**src/rtl/ptm_req_pkg.sv**
```systemverilog
package ptm_req_pkg;
  typedef enum logic [1:0] {
    DLG_IDLE = 2'd0,
    DLG_SEND = 2'd1,
    DLG_WAIT = 2'd2,
    DLG_DONE = 2'd3
  } dlg_state_e;
endpackage

```
**src/rtl/ptm_req_fsm.sv**
```systemverilog
module ptm_req_fsm
  import ptm_req_pkg::*;
(
  input  logic clk_i,
  input  logic rst_ni,
  input  logic trig_i,
  input  logic req_ready_i,
  input  logic rsp_valid_i,
  output logic start_o,
  output logic req_fire_o,
  output logic rsp_fire_o,
  output logic req_valid_o,
  output logic rsp_ready_o,
  output logic in_done_o
);
  dlg_state_e state_q, state_d;

  assign req_valid_o = (state_q == DLG_SEND);
  assign rsp_ready_o = (state_q == DLG_WAIT);
  assign in_done_o   = (state_q == DLG_DONE);
  assign start_o     = trig_i && ((state_q == DLG_IDLE) || (state_q == DLG_DONE));
  assign req_fire_o  = req_valid_o && req_ready_i;
  assign rsp_fire_o  = rsp_ready_o && rsp_valid_i;

  always_comb begin
    state_d = state_q;
    unique case (state_q)
      DLG_IDLE, DLG_DONE: if (start_o)    state_d = DLG_SEND;
      DLG_SEND:           if (req_fire_o) state_d = DLG_WAIT;
      DLG_WAIT:           if (rsp_fire_o) state_d = DLG_DONE;
      default:            state_d = DLG_IDLE;
    endcase
  end

  always_ff @(posedge clk_i) begin
    if (!rst_ni) state_q <= DLG_IDLE;
    else         state_q <= state_d;
  end
endmodule

```
**src/rtl/ptm_req_stamps.sv**
```systemverilog
module ptm_req_stamps #(
  parameter int TS_W = 64
) (
  input  logic            clk_i,
  input  logic            rst_ni,
  input  logic [TS_W-1:0] local_time_i,
  input  logic            enh_mode_i,
  input  logic            start_i,
  input  logic            req_fire_i,
  input  logic            rsp_fire_i,
  input  logic            in_wait_i,
  input  logic            in_done_i,
  input  logic            replay_i,
  input  logic            dup_i,
  output logic [TS_W-1:0] prev_t1_o,
  output logic [TS_W-1:0] prev_t4_o,
  output logic            prev_ok_o,
  output logic            cur_ok_o
);
  logic [TS_W-1:0] cur_t1_q, cur_t4_q;
  logic            poison_q;
  logic            replay_hit, dup_hit;

  assign replay_hit = replay_i && in_wait_i;
  assign dup_hit    = dup_i && in_done_i;

  always_ff @(posedge clk_i) begin
    if (!rst_ni) begin
      cur_t1_q  <= '0;
      cur_t4_q  <= '0;
      prev_t1_o <= '0;
      prev_t4_o <= '0;
      prev_ok_o <= 1'b0;
      cur_ok_o  <= 1'b0;
      poison_q  <= 1'b0;
    end else begin
      if (start_i) begin
        prev_t1_o <= cur_t1_q;
        prev_t4_o <= cur_t4_q;
        prev_ok_o <= cur_ok_o;
        cur_ok_o  <= !poison_q;
        poison_q  <= 1'b0;
      end
      if (req_fire_i) cur_t1_q <= local_time_i;
      if (replay_hit) begin
        cur_t1_q <= local_time_i;
        if (enh_mode_i) begin
          cur_ok_o <= 1'b0;
          poison_q <= 1'b1;
        end
      end
      if (rsp_fire_i) cur_t4_q <= local_time_i;
      if (dup_hit) begin
        cur_t4_q <= local_time_i;
        if (enh_mode_i) cur_ok_o <= 1'b0;
      end
    end
  end
endmodule

```
**src/rtl/ptm_req_calc.sv**
```systemverilog
module ptm_req_calc #(
  parameter int TS_W = 64,
  parameter int LD_W = 32
) (
  input  logic            clk_i,
  input  logic            rst_ni,
  input  logic            fire_i,
  input  logic [TS_W-1:0] prev_t1_i,
  input  logic [TS_W-1:0] prev_t4_i,
  input  logic [LD_W-1:0] prop_i,
  input  logic [LD_W-1:0] asym_i,
  input  logic [TS_W-1:0] master_i,
  output logic            res_valid_o,
  output logic [LD_W-1:0] res_link_o,
  output logic [TS_W-1:0] res_master_o
);
  localparam int SW  = TS_W + 2;
  localparam int EXT = SW - LD_W;

  logic [TS_W-1:0] rtt;
  logic [SW-1:0]   sum, adj;
  logic [LD_W-1:0] link_c;

  assign rtt    = prev_t4_i - prev_t1_i;
  assign sum    = {{2{rtt[TS_W-1]}}, rtt} - {{EXT{1'b0}}, prop_i}
                + {{EXT{asym_i[LD_W-1]}}, asym_i};
  assign adj    = sum + {{(SW-1){1'b0}}, sum[SW-1]};
  assign link_c = adj[LD_W:1];

  always_ff @(posedge clk_i) begin
    if (!rst_ni) begin
      res_valid_o  <= 1'b0;
      res_link_o   <= '0;
      res_master_o <= '0;
    end else begin
      res_valid_o <= fire_i;
      if (fire_i) begin
        res_link_o   <= link_c;
        res_master_o <= master_i - {{(TS_W-LD_W){link_c[LD_W-1]}}, link_c};
      end
    end
  end
endmodule

```
**src/rtl/ptm_req_engine.sv**
```systemverilog
module ptm_req_engine #(
  parameter int TS_W = 64,
  parameter int LD_W = 32
) (
  input  logic            clk_i,
  input  logic            rst_ni,
  input  logic [TS_W-1:0] local_time_i,
  input  logic            enh_mode_i,
  input  logic [LD_W-1:0] asym_i,
  input  logic            trig_i,
  output logic            req_valid_o,
  input  logic            req_ready_i,
  input  logic            replay_i,
  input  logic            rsp_valid_i,
  output logic            rsp_ready_o,
  input  logic            rsp_delayed_i,
  input  logic [TS_W-1:0] rsp_master_i,
  input  logic [LD_W-1:0] rsp_prop_i,
  input  logic            dup_i,
  output logic            res_valid_o,
  output logic [LD_W-1:0] res_link_o,
  output logic [TS_W-1:0] res_master_o
);
  logic            start, req_fire, rsp_fire, in_done;
  logic [TS_W-1:0] prev_t1, prev_t4;
  logic            prev_ok, cur_ok, calc_fire;

  ptm_req_fsm u_fsm (
    .clk_i(clk_i), .rst_ni(rst_ni), .trig_i(trig_i),
    .req_ready_i(req_ready_i), .rsp_valid_i(rsp_valid_i),
    .start_o(start), .req_fire_o(req_fire), .rsp_fire_o(rsp_fire),
    .req_valid_o(req_valid_o), .rsp_ready_o(rsp_ready_o), .in_done_o(in_done)
  );

  ptm_req_stamps #(.TS_W(TS_W)) u_stamps (
    .clk_i(clk_i), .rst_ni(rst_ni), .local_time_i(local_time_i),
    .enh_mode_i(enh_mode_i), .start_i(start), .req_fire_i(req_fire),
    .rsp_fire_i(rsp_fire), .in_wait_i(rsp_ready_o), .in_done_i(in_done),
    .replay_i(replay_i), .dup_i(dup_i),
    .prev_t1_o(prev_t1), .prev_t4_o(prev_t4),
    .prev_ok_o(prev_ok), .cur_ok_o(cur_ok)
  );

  assign calc_fire = rsp_fire && rsp_delayed_i && prev_ok && cur_ok;

  ptm_req_calc #(.TS_W(TS_W), .LD_W(LD_W)) u_calc (
    .clk_i(clk_i), .rst_ni(rst_ni), .fire_i(calc_fire),
    .prev_t1_i(prev_t1), .prev_t4_i(prev_t4), .prop_i(rsp_prop_i),
    .asym_i(asym_i), .master_i(rsp_master_i),
    .res_valid_o(res_valid_o), .res_link_o(res_link_o),
    .res_master_o(res_master_o)
  );
endmodule

```
**config.mk**
```make
export PLATFORM = sky130hd
export DESIGN_NAME = ptm_req_engine
export DESIGN_NICKNAME = d
export VERILOG_FILES = /design/src/rtl/ptm_req_pkg.sv /design/src/rtl/ptm_req_fsm.sv /design/src/rtl/ptm_req_stamps.sv /design/src/rtl/ptm_req_calc.sv /design/src/rtl/ptm_req_engine.sv
export SDC_FILE = /design/constraint.sdc
export NUM_CORES = 1
export LEC_CHECK = 0
export ABC_CLOCK_PERIOD_IN_PS = 28100
export CORE_MARGIN = 2
export CORE_UTILIZATION = 48
export DETAILED_ROUTE_END_ITERATION = 10
export HOLD_SLACK_MARGIN = 0.15
export PLACE_DENSITY_LB_ADDON = 0.1
export SYNTH_ARGS = -nofsm -noshare
export SYNTH_HDL_FRONTEND = slang
export SYNTH_SLANG_ARGS = --single-unit
export TNS_END_PERCENT = 50
```
**constraint.sdc**
```tcl
create_clock -name clk_i -period 28.1 [get_ports clk_i]
set_clock_uncertainty 0.2 [all_clocks]
set_input_delay 2.81 -clock clk_i [delete_from_list [all_inputs] [get_ports clk_i]]
set_output_delay 2.81 -clock clk_i [all_outputs]
set_load 0.02 [all_outputs]
```
# ---- Yosys cells after proc, flatten, opt, wreduce, memory -nomap -nowiden
# Index checks and enable logic that the tools add are counted.
dict set report classes {
  n_div 0
  muxes 16
  reduce_logical 15
  shifts 0
  n_eq_ne 6
  magnitude_cmp 0
  addsub 5
  mul 0
  bitwise_logic 0
}
# cell count
set op_table {}
lappend op_table {{two-way mux 64 bit} 4}
lappend op_table {{subtractor 64 bit} 2}
lappend op_table {{adder 65 x 32 -> 66 bit} 1}
lappend op_table {{subtractor 64 x 33 -> 65 bit} 1}
lappend op_table {{adder 33 x 1 -> 33 bit} 1}
lappend op_table {{logical AND 1 bit} 8}
lappend op_table {{two-way mux 1 bit} 8}
lappend op_table {{two-way mux 2 bit} 3}
lappend op_table {{inequality test 2 bit, second input constant} 3}
lappend op_table {{one-hot mux 2 bit (3 select lines)} 1}
lappend op_table {{== test 2 bit, second input constant} 2}
lappend op_table {{nonzero test 2 bit} 2}
lappend op_table {{AND reduction 3 bit} 1}
lappend op_table {{== test 2 x 1 -> 1 bit, second input constant} 1}
lappend op_table {{zero test 2 bit} 1}
lappend op_table {{OR reduction 2 bit} 1}
lappend op_table {{zero test 1 bit} 1}
lappend op_table {{logical OR 1 bit} 1}
dict set report word_totals {
  elab_cells 53
  ram_bits 0
  romBits 0
  ff_bits 358
  latchBits 0
  memories 0
  output_inout_bits 99
  inputBits 201
}

# ---- Longest topological paths before layout
# Gate-level depths: netlist (run 1).
dict set report logic_depth {
  depth_word 8
  mapped_depth 54
  ltp_nobuf 53
}

# ---- Modules after synthesis
# Synthesis (run 1) repeated with hierarchy kept, for this count alone.
dict set report unflattened {
  cells_unflattened 3066
  hier_area_um2 25351.8
}
# module n_inst area_per_inst_um2 cells_each seq_area_each_um2
set by_module_without_submodules {}
lappend by_module_without_submodules {ptm_req_calc 1 15632.5 2133 1941.9}
lappend by_module_without_submodules {ptm_req_stamps 1 9527.9 911 5185.0}
lappend by_module_without_submodules {ptm_req_fsm 1 182.7 21 40.0}
lappend by_module_without_submodules {ptm_req_engine 1 8.8 1 0.0}

# ---- Worst setup path before layout (run 1)
# OpenSTA, ideal clock, no wires.
dict set report synth_timing {
  kind {register -> register}
  from {reg u_stamps.prev_t1_o[8]}
  to {reg u_calc.res_master_o[58]}
  path_buffers 1
  stages_incl_launch_ff 52
  slack_ns 16.964
  period_less_slack_ns 11.136
  setup_ns 0.091
  required_ns 27.809
  t_arrival_ns 10.845
  cell_sequence {dfxtp_1 inv_1 ha_1 a21o_1 a21o_1 a21oi_1 nor3b_1 a21oi_1 a21oi_1 a21oi_1 o311ai_0 o31ai_1 a31o_2 a2111o_1 a21oi_1 o21ai_0 a221o_1 a211oi_1 [... 16 more ...] xnor2_1 ha_1 a21oi_1 o21ai_0 a31oi_1 o21ai_0 o21a_1 a221oi_1 o21ai_0 a21o_1 o31ai_1 o211a_1 nor3b_2 o22ai_2 nand4_1 and3_1 a311o_1 a311oi_1}
}
dict set report synth_between {
  elab_chain_len 5
}
# item line
set synth_lines {}
lappend synth_lines {{from (decl)} ptm_req_stamps.sv:15} ;# output logic [TS_W-1:0] prev_t1_o,
lappend synth_lines {{from (signal assigned)} ptm_req_stamps.sv:38} ;# prev_t1_o <= cur_t1_q;
lappend synth_lines {{subtractor 64 bit} ptm_req_calc.sv:24} ;# assign rtt = prev_t4_i - prev_t1_i;
lappend synth_lines {{subtractor 64 x 33 -> 65 bit} ptm_req_calc.sv:25} ;# assign sum = {{2{rtt[TS_W-1]}}, rtt} - {{EXT{1'b0}}, prop_i}
lappend synth_lines {{adder 65 x 32 -> 66 bit} ptm_req_calc.sv:26} ;# + {{EXT{asym_i[LD_W-1]}}, asym_i};
lappend synth_lines {{adder 33 x 1 -> 33 bit} ptm_req_calc.sv:27} ;# assign adj = sum + {{(SW-1){1'b0}}, sum[SW-1]};
lappend synth_lines {{subtractor 64 bit} ptm_req_calc.sv:39} ;# res_master_o <= master_i - {{(TS_W-LD_W){link_c[LD_W-1]}}, link_c};
lappend synth_lines {{to (signal assigned)} ptm_req_calc.sv:39}
lappend synth_lines {{to (decl)} ptm_req_calc.sv:15} ;# output logic [TS_W-1:0] res_master_o
# No other way between the ends.
# A chain may end at the register's enable or synchronous reset.

# ---- Worst setup path after layout (run 1)
# Ends and elaborated chain as after synthesis.

==> results.toml, run 1 <==
[status]
outcome = "finished clean"

[logic_synthesis]
synth_cell_types = 99
synth_compound_area_share_pct = 21.6
yosysTopAreaCell = "dfxtp_1"
ys_warn_count = 0
yosys.area_share.simple_pct = 22.2
synth_nets = 3648
ys.flop_type = "dfxtp_1"
ys_async_sr_fraction_pct = 0
synth_area_um2 = 24000
synth_xor_area_share_pct = 6.15
synth-seq-cells = 358
syn_inst = 3221
synthMuxAreaShare_pct = 0.594
synthAdderAreaFrac_pct = 13.1
synth_top_cell_area_share_pct = 29.9
synth_top_family_by_area = "simple AND/OR/NAND/NOR gates"
yosysSeqAreaShare_pct = 29.9
synth_area_leaders = "dfxtp_1, nand2_1, ha_1, a21oi_1, inv_1"
synth-edff-count = 0
syn_avg_cell_area_um2 = 7.45

[timing]
fin_setup_tns_ns = 0
rsz0062_at_grt = "false"
fin_crit_ns = 13.20
max_slew.worst_pin.slew_ns = 1.01
slew_headroom_pct = 32.2
setup_viol = 0
timing.final.crit_share_pct = 47.0
fin_ws_ns = 14.90
fmax_mhz = 75.7
report.final.slew_viol_count = 0
hold_viol = 0

[route]
drc = 0
avgRoutedWirePerCell_um = 17.3
routed_wl_um = 71300
viasPerCell = 5.58
initialDrtViolationCount = 1458
antenna_left = 0
vias = 23000
drtPass1Iterations = 5

[clock_tree]
clk_path_buf_depth = 3
path_clk_slew_ns = 0.06
cts_made_buffers = 40
hold_buffers = 0
cts_tree = "done"
cts.sinks = 358
post_cts.resized_instances = 0
htree_levels = 2
cts_setup_buffers = 0
cts-root-buf = "clkbuf_16"
clock_latency_ns = 0.58

[placement]
dp_slack_ns = 14.94
hpwlAfterDp_um = 54300
place.gp.congestion = 0.925
io_buffers = 299
post-place-cells = 4040

[hold_path]
worst_hold_path_type = "register to register"
holdPathStages = 2
min_to = "u_stamps.prev_t1_o[62]"
min_from = "u_stamps.cur_t1_q[62]"

[critical_path]
cp_max_fo = 7
r2r_setup_slack_ns = 14.90
cp_slowest_cell = "o311ai_0"
critPathLaunchType = "register"
worstPathRequired_ns = 28.37
cpPeakStageDelay_ns = 0.56
worstPathArrival_ns = 13.48
end_kind = "register"
regToRegStartpoint = "u_stamps.prev_t1_o[8]"
worstSetupStartpoint = "u_stamps.prev_t1_o[8]"
rr_worst_depth = 50
critical_path_class = "register to register"
timing.rr.end = "u_calc.res_master_o[58]"
crit_top_cell = "a21oi_1"

[cells_and_area]
final_cells = 4113
multi_input_comb_area_um2 = 15300
drive_above_1_share_pct = 3.98
seq_area_um2 = 7170
nNetsFinal = 3845
fin_util_pct = 58.4
synthToLayoutAreaGrowth_pct = 19.5
n_fill_cell = 4658

[global_routing]
grt_max_degree = 159
grt_first_pass_wirelength_um = 113000
gr-usage-all-layers_pct = 27.1
overflow = 0
antenna_found_initial = 2
first_global_vias = 21800

[floorplan]
start_util_pct = 48.8
die_width_um = 228
die_h_um = 228
io_pins = 300
fp.dieArea_um2 = 51800
fp-row-count = 81
core_area_um2 = 49200

[flow_run]
cap_violations = 0
## how the worst max path moves through the flow
stage / to / slack (ns) / cells past startpoint
floorplan: u_calc.res_master_o[58] / 16.96 / 51
global placement: u_calc.res_master_o[58] / 15.34 / 50
detailed placement: u_calc.res_master_o[58] / 14.94 / 50
CTS: u_calc.res_master_o[58] / 14.89 / 50
global route: u_calc.res_master_o[58] / 13.73 / 52
finish: u_calc.res_master_o[58] / 14.90 / 50
## placed cells by master (no fill, tap or decap), types with 6 or more instances in the layout
cell / n
xor2_1: 60
ha_1: 192
nand3_1: 65
buf_4: 15
o31ai_1: 8
a211o_1: 8
nor4_1: 19
nand2b_1: 16
clkbuf_16: 40
and3_1: 27
and2_1: 17
clkbuf_8: 7
a31oi_1: 12
nor2_1: 159
nand2_1: 706
a21oi_1: 442
clkdlybuf4s50_1: 299
dfxtp_1: 358
o21ai_1: 20
o211ai_1: 12
clkbuf_1: 9
or2_2: 15
xnor2_1: 106
a21o_1: 72
or3_1: 19
o21bai_1: 24
mux2i_1: 12
o2111ai_1: 8
o22ai_1: 8
nor2b_1: 12
nor3b_1: 6
inv_1: 256
a211oi_1: 45
and4_1: 12
o21a_1: 21
o21ai_0: 75
nor3_1: 38
fa_1: 34
nand4_1: 37
## state kept, by name, indices dropped and copies added (netlist names)
name	count
u_fsm.state_q	2
u_stamps.poison_q	1
u_stamps.prev_t1_o	64
u_calc.res_link_o	32
u_calc.res_master_o	64
u_stamps.cur_ok_o	1
u_stamps.cur_t1_q	64
u_stamps.prev_t4_o	64
u_stamps.cur_t4_q	64
u_stamps.prev_ok_o	1
u_calc.res_valid_o	1
## layout make-up
cell class,instances,area share [%]
clock buffers,56,3.94
repair buffers,314,10.8
inverters,257,3.39
clock inverters,14,0.650
well taps,664,2.90
multi-input cells,2447,53.3
diodes,3,0.0262
flip-flops and latches,358,25.0
## kinds of logic after synthesis
family,after synthesis
flops,358
simple gates,1191
buf+inv,416
compound gates,844
xor+xnor,167
mux,14
fa+ha+maj,231
## critical path, delay by kind of cell (launching register included)
kind | cells | cell delay (ns)
simple gates | 6 | 1.34
buf+inv | 2 | 0.09
fa+ha+maj | 5 | 1.46
xor+xnor | 1 | 0.22
flops | 1 | 0.33
compound gates | 36 | 9.45
## Yosys cell counts, types with 24 or more instances
cell type  count
nand2_1      709
a21oi_1      442
dfxtp_1      358
inv_1        256
ha_1         192
nor2_1       160
clkbuf_1     134
xnor2_1      106
o21ai_0       75
a21o_1        72
nand3_1       66
xor2_1        60
a211oi_1      45
nor3_1        38
nand4_1       37
fa_1          34
and3_1        27
o21bai_1      24
## per-stage QoR
step	area (um^2)	hold slack (ns)
2_1_floorplan	24000	0.232
3_3_place_gp	27400	0.236
3_5_place_dp	27400	0.243
4_1_cts	28700	0.251
5_1_grt	28700	0.263
6_report	28700	0.248
## routing by layer
layer	wire (um)	vias up	share of wire (%)	global-route usage, %
li1	-	11400	-	-
met1	32400	10800	45	36.2
met2	33300	601	47	45.6
met3	3820	108	5.4	3.60
met4	1760	2	2.5	7.70
met5	9	-	0.013	0
Power of run 1 is left out: the tool's default activity adds up to more than one toggle a clock period on the data nets, which glitch-free logic cannot reach.
==> inputs of run 2 (changes only) <==
--- a/config.mk
+++ b/config.mk
@@ -5,7 +5,7 @@
 export SDC_FILE = /design/constraint.sdc
 export NUM_CORES = 1
 export LEC_CHECK = 0
-export ABC_CLOCK_PERIOD_IN_PS = 28100
+export ABC_CLOCK_PERIOD_IN_PS = 10800
 export CORE_MARGIN = 2
 export CORE_UTILIZATION = 48
 export DETAILED_ROUTE_END_ITERATION = 10
==> constraint.sdc (replaced) <==
create_clock -name clk_i -period 10.8 [get_ports clk_i]
set_clock_uncertainty 0.2 [all_clocks]
set_input_delay 1.08 -clock clk_i [delete_from_list [all_inputs] [get_ports clk_i]]
set_output_delay 1.08 -clock clk_i [all_outputs]
set_load 0.02 [all_outputs]
==> results.toml, run 2 (same netlist as run 1, synthesis figures left out) <==
[critical_path]
critPathLaunchType = "register"
crit_top_cell = "buf_4"
end_kind = "register"
cp_max_fo = 5
worstPathRequired_ns = 11.08
cpPeakStageDelay_ns = 0.44
regToRegStartpoint = "u_stamps.prev_t4_o[0]"
cp_slowest_cell = "or3_4"
timing.rr.end = "u_calc.res_master_o[7]"
worstPathArrival_ns = 10.82
endpoint = "u_calc.res_master_o[7]"
critical_path_class = "register to register"
rr_worst_depth = 66
r2r_setup_slack_ns = 0.27
worstSetupStartpoint = "u_stamps.prev_t4_o[0]"

[timing]
hold_viol = 0
report.final.slew_viol_count = 0
timing.final.crit_share_pct = 97.5
rsz0062_at_grt = "true"
fin_crit_ns = 10.53
hold_ws_ns = 0.248
fmax_mhz = 94.9
max_slew.worst_pin.slew_ns = 1.09
slew_headroom_pct = 27.4
setup_viol = 0

[cells_and_area]
synthToLayoutAreaGrowth_pct = 29.8
nNetsFinal = 4075
n_fill_cell = 4364
final_cells = 4342
multi_input_comb_area_um2 = 16000
final_common_cell = "nand2_1"
fin_area_um2 = 31100
drive_above_1_share_pct = 12.9
seq_area_um2 = 7170
final_cell_mix = "nand2_1, a21oi_1, dfxtp_1"

[floorplan]
core_area_um2 = 49200
fp-row-count = 81
fp.dieArea_um2 = 51800
die_width_um = 228
start_util_pct = 48.8
io_pins = 300
die_h_um = 228

[route]
vias = 23900
avgRoutedWirePerCell_um = 17.6
routed_wl_um = 76400
antenna_left = 0
viasPerCell = 5.51
initialDrtViolationCount = 1466
drtPass1Iterations = 5
drc = 0

[clock_tree]
clock_latency_ns = 0.58
cts-root-buf = "clkbuf_16"
clk_path_buf_depth = 3
hold_buffers = 0
cts_made_buffers = 39
htree_levels = 2
path_clk_slew_ns = 0.06
cts_tree = "done"
cts.sinks = 358

[placement]
post_dp_cell_area_um2 = 28600
io_buffers = 299
place.gp.congestion = 0.943
hpwlAfterDp_um = 56400
post-place-cells = 4204

[global_routing]
first_global_vias = 22700
antenna_found_initial = 2
gr-usage-all-layers_pct = 28.3
overflow = 0
grt_first_pass_wirelength_um = 118000
grt_max_degree = 219

[flow_run]
cap_violations = 0

[hold_path]
worst_hold_path_type = "register to register"

[status]
outcome = "finished clean"
==> run 2: critical path, delay by kind of cell (launching register included) <==
family          cells  cell delay (ns)
simple gates       10             1.41
flops               1             0.33
fa+ha+maj           6             1.47
xor+xnor            3             0.38
buf+inv            26             3.16
compound gates     21             3.49
==> run 2: timing repair <==
action,CTS,global route
gates resized for setup,47,99
pin swaps,31,103
setup endpoints to repair,33,36
setup buffers,43,25
==> run 2: worst min path at each step <==
stage                                     start                      to  slack [ns]  cells past startpoint
after floorplan              u_stamps.prev_ok_o      u_stamps.prev_ok_o        0.23                      2
after global placement     u_stamps.cur_t1_q[2]   u_stamps.prev_t1_o[2]        0.24                      2
after detailed placement  u_stamps.cur_t4_q[29]  u_stamps.prev_t4_o[29]        0.24                      2
after CTS                  u_stamps.cur_t4_q[4]   u_stamps.prev_t4_o[4]        0.25                      2
after global routing       u_stamps.cur_t4_q[4]   u_stamps.prev_t4_o[4]        0.26                      2
final                     u_stamps.cur_t4_q[55]  u_stamps.prev_t4_o[55]        0.25                      2
==> run 2: area by class of cell <==
type / count / share of cell area, %
multi-input cells: 2447 / 51.3
well taps: 664 / 2.67
inverters: 257 / 3.12
clock buffers: 53 / 3.49
flip-flops and latches: 358 / 23.0
repair buffers: 545 / 15.8
diodes: 1 / 0.00803
clock inverters: 17 / 0.643
==> run 2: stage by stage <==
stage	util [%]	setup slack (ns)	TNS, ns
after floorplan	-	0.0340	0
after global placement	58.3	-0.668	-13.28
after detailed placement	58.3	-0.825	-19.40
after CTS	62.0	0.000347	0
after global routing	63.4	-0.211	-2.71
final	63.4	0.266	0
==> run 2: routing by layer <==
metal  GRT usage (%)  routed length, um  share of wire, %  vias up
li1                -                  -                 -    11900
met1            38.8              35200                46    11300
met2            46.5              34800                46      651
met3            3.45               4280               5.6      131
met4            8.73               2140               2.8        2
met5               0                 12             0.016        -
Power of run 2 is left out for the same reason.
==> inputs of run 3 (changes only) <==
--- a/config.mk
+++ b/config.mk
@@ -5,12 +5,13 @@
 export SDC_FILE = /design/constraint.sdc
 export NUM_CORES = 1
 export LEC_CHECK = 0
-export ABC_CLOCK_PERIOD_IN_PS = 10800
+export ABC_CLOCK_PERIOD_IN_PS = 11100
 export CORE_MARGIN = 2
 export CORE_UTILIZATION = 48
 export DETAILED_ROUTE_END_ITERATION = 10
 export HOLD_SLACK_MARGIN = 0.15
 export PLACE_DENSITY_LB_ADDON = 0.1
+export SLEW_MARGIN = 20
 export SYNTH_ARGS = -nofsm -noshare
 export SYNTH_HDL_FRONTEND = slang
 export SYNTH_SLANG_ARGS = --single-unit
==> constraint.sdc (replaced) <==
create_clock -name clk_i -period 11.1 [get_ports clk_i]
set_clock_uncertainty 0.2 [all_clocks]
set_input_delay 1.11 -clock clk_i [delete_from_list [all_inputs] [get_ports clk_i]]
set_output_delay 1.11 -clock clk_i [all_outputs]
set_load 0.02 [all_outputs]
==> results.toml, run 3 (same netlist as run 1, synthesis figures left out) <==
[timing]
hold_viol = 0
slew_headroom_pct = 30.5
setup_viol = 0
rsz0062_at_grt = "true"
max_slew.worst_pin.slew_ns = 1.04
fmax_mhz = 93.4
fin_crit_ns = 10.71
report.final.slew_viol_count = 0
timing.final.crit_share_pct = 96.5
hold_ws_ns = 0.247

[global_routing]
grt_first_pass_wirelength_um = 117000
first_global_vias = 22300
gr-usage-all-layers_pct = 28.1
overflow = 0
grt_max_degree = 150
antenna_found_initial = 2

[cells_and_area]
final_common_cell = "nand2_1"
synthToLayoutAreaGrowth_pct = 26.7
final_cell_mix = "nand2_1, a21oi_1, dfxtp_1"
drive_above_1_share_pct = 10.5
nNetsFinal = 3987
n_fill_cell = 4450
final_cells = 4253

[placement]
hpwlAfterDp_um = 56200
place.gp.congestion = 0.897
io_buffers = 299
post-place-cells = 4161

[critical_path]
critPathLaunchType = "register"
worstPathRequired_ns = 11.38
cp_max_fo = 4
cpPeakStageDelay_ns = 0.40
critical_path_class = "register to register"
end_kind = "register"
crit_top_cell = "buf_4"
cp_slowest_cell = "a221o_1"
worstPathArrival_ns = 10.99

[route]
drtPass1Iterations = 5
vias = 23600
drc = 0
routed_wl_um = 75300
initialDrtViolationCount = 1539
avgRoutedWirePerCell_um = 17.7
viasPerCell = 5.56
antenna_left = 0

[clock_tree]
cts.sinks = 358
htree_levels = 2
cts_made_buffers = 39
clock_latency_ns = 0.57
path_clk_slew_ns = 0.06
clk_path_buf_depth = 3
cts_tree = "done"
cts-root-buf = "clkbuf_16"

[floorplan]
die_h_um = 228
io_pins = 300
core_area_um2 = 49200
die_width_um = 228
fp.dieArea_um2 = 51800
fp-row-count = 81
start_util_pct = 48.8

[hold_path]
worst_hold_path_type = "register to register"

[flow_run]
cap_violations = 0

[status]
outcome = "finished clean"
run 3: changes by cell type in the layout (fill, tap and decap cells not counted), moves of 3 or more:
cell      before  now
a21oi_2       15   18
a21oi_4        4    1
buf_4        234  153
buf_6          9    4
clkbuf_1       8    5
clkbuf_8       6    9
ha_4          10    7
inv_1        252  256
inv_2          4    0
nor3_1        33   37
nor3_2         3    0
o21ai_2        8   11
run 3: path summary, 6_finish.rpt:
path / to / slack [ns] / cells after the start / from
setup reg to reg: u_calc.res_master_o[49] / 0.39 / 56 / u_stamps.prev_t4_o[0]
hold / removal: u_stamps.prev_t1_o[56] / 0.25 / 2 / u_stamps.cur_t1_q[56]
hold reg to reg: u_stamps.prev_t1_o[56] / 0.25 / 2 / u_stamps.cur_t1_q[56]
setup / recovery: u_calc.res_master_o[49] / 0.39 / 56 / u_stamps.prev_t4_o[0]
run 3: critical path, delay by kind of cell (launching register included):
kind                       cells  cell delay (ns)
buffers and inverters         10             1.32
DFF                            1             0.32
AOI/OAI and AO/OA             28             5.40
adders and majority gates      5             1.36
xor gates and xnor gates       2             0.30
and+or+nand+nor               11             1.71
run 3: per-layer routing:
metal | GRT usage [%] | vias to the layer above | part of all wire [%]
met2 | 46.7 | 612 | 46
met4 | 7.99 | 4 | 2.6
met3 | 3.30 | 118 | 5.5
li1 | - | 11700 | -
met1 | 38.5 | 11200 | 46
met5 | 0 | - | 0.035
run 3: cell type report:
class / instances / area [um^2] / area share, %
Multi-Input combinational cell: 2447 / 15900 / 52.3
Sequential cell: 358 / 7170 / 23.6
Timing Repair Buffer: 457 / 4210 / 13.8
Clock buffer: 53 / 1120 / 3.68
Inverter: 257 / 972 / 3.20
Tap cell: 664 / 831 / 2.73
Clock inverter: 16 / 205 / 0.675
Antenna cell: 1 / 2.50 / 0.00823
run 3: through the flow:
step | cell area, um^2 | util [%] | setup TNS, ns | setup WS [ns]
floorplan | 24000 | - | 0 | 0.0732
global route | 30400 | 61.9 | -0.718 | -0.0877
CTS | 29700 | 60.5 | 0 | 0.0177
detailed placement | 28300 | 57.5 | -9.71 | -0.548
finish | 30400 | 61.9 | 0 | 0.391
global placement | 28300 | 57.5 | -4.71 | -0.304
run 3: repair_timing:
item	4_1_cts	5_1_grt
hold buffers	0	0
pin swaps	11	74
gates resized for setup	21	109
setup endpoints to repair	30	36
buffers inserted	7	18
Power of run 3 is left out for the same reason.
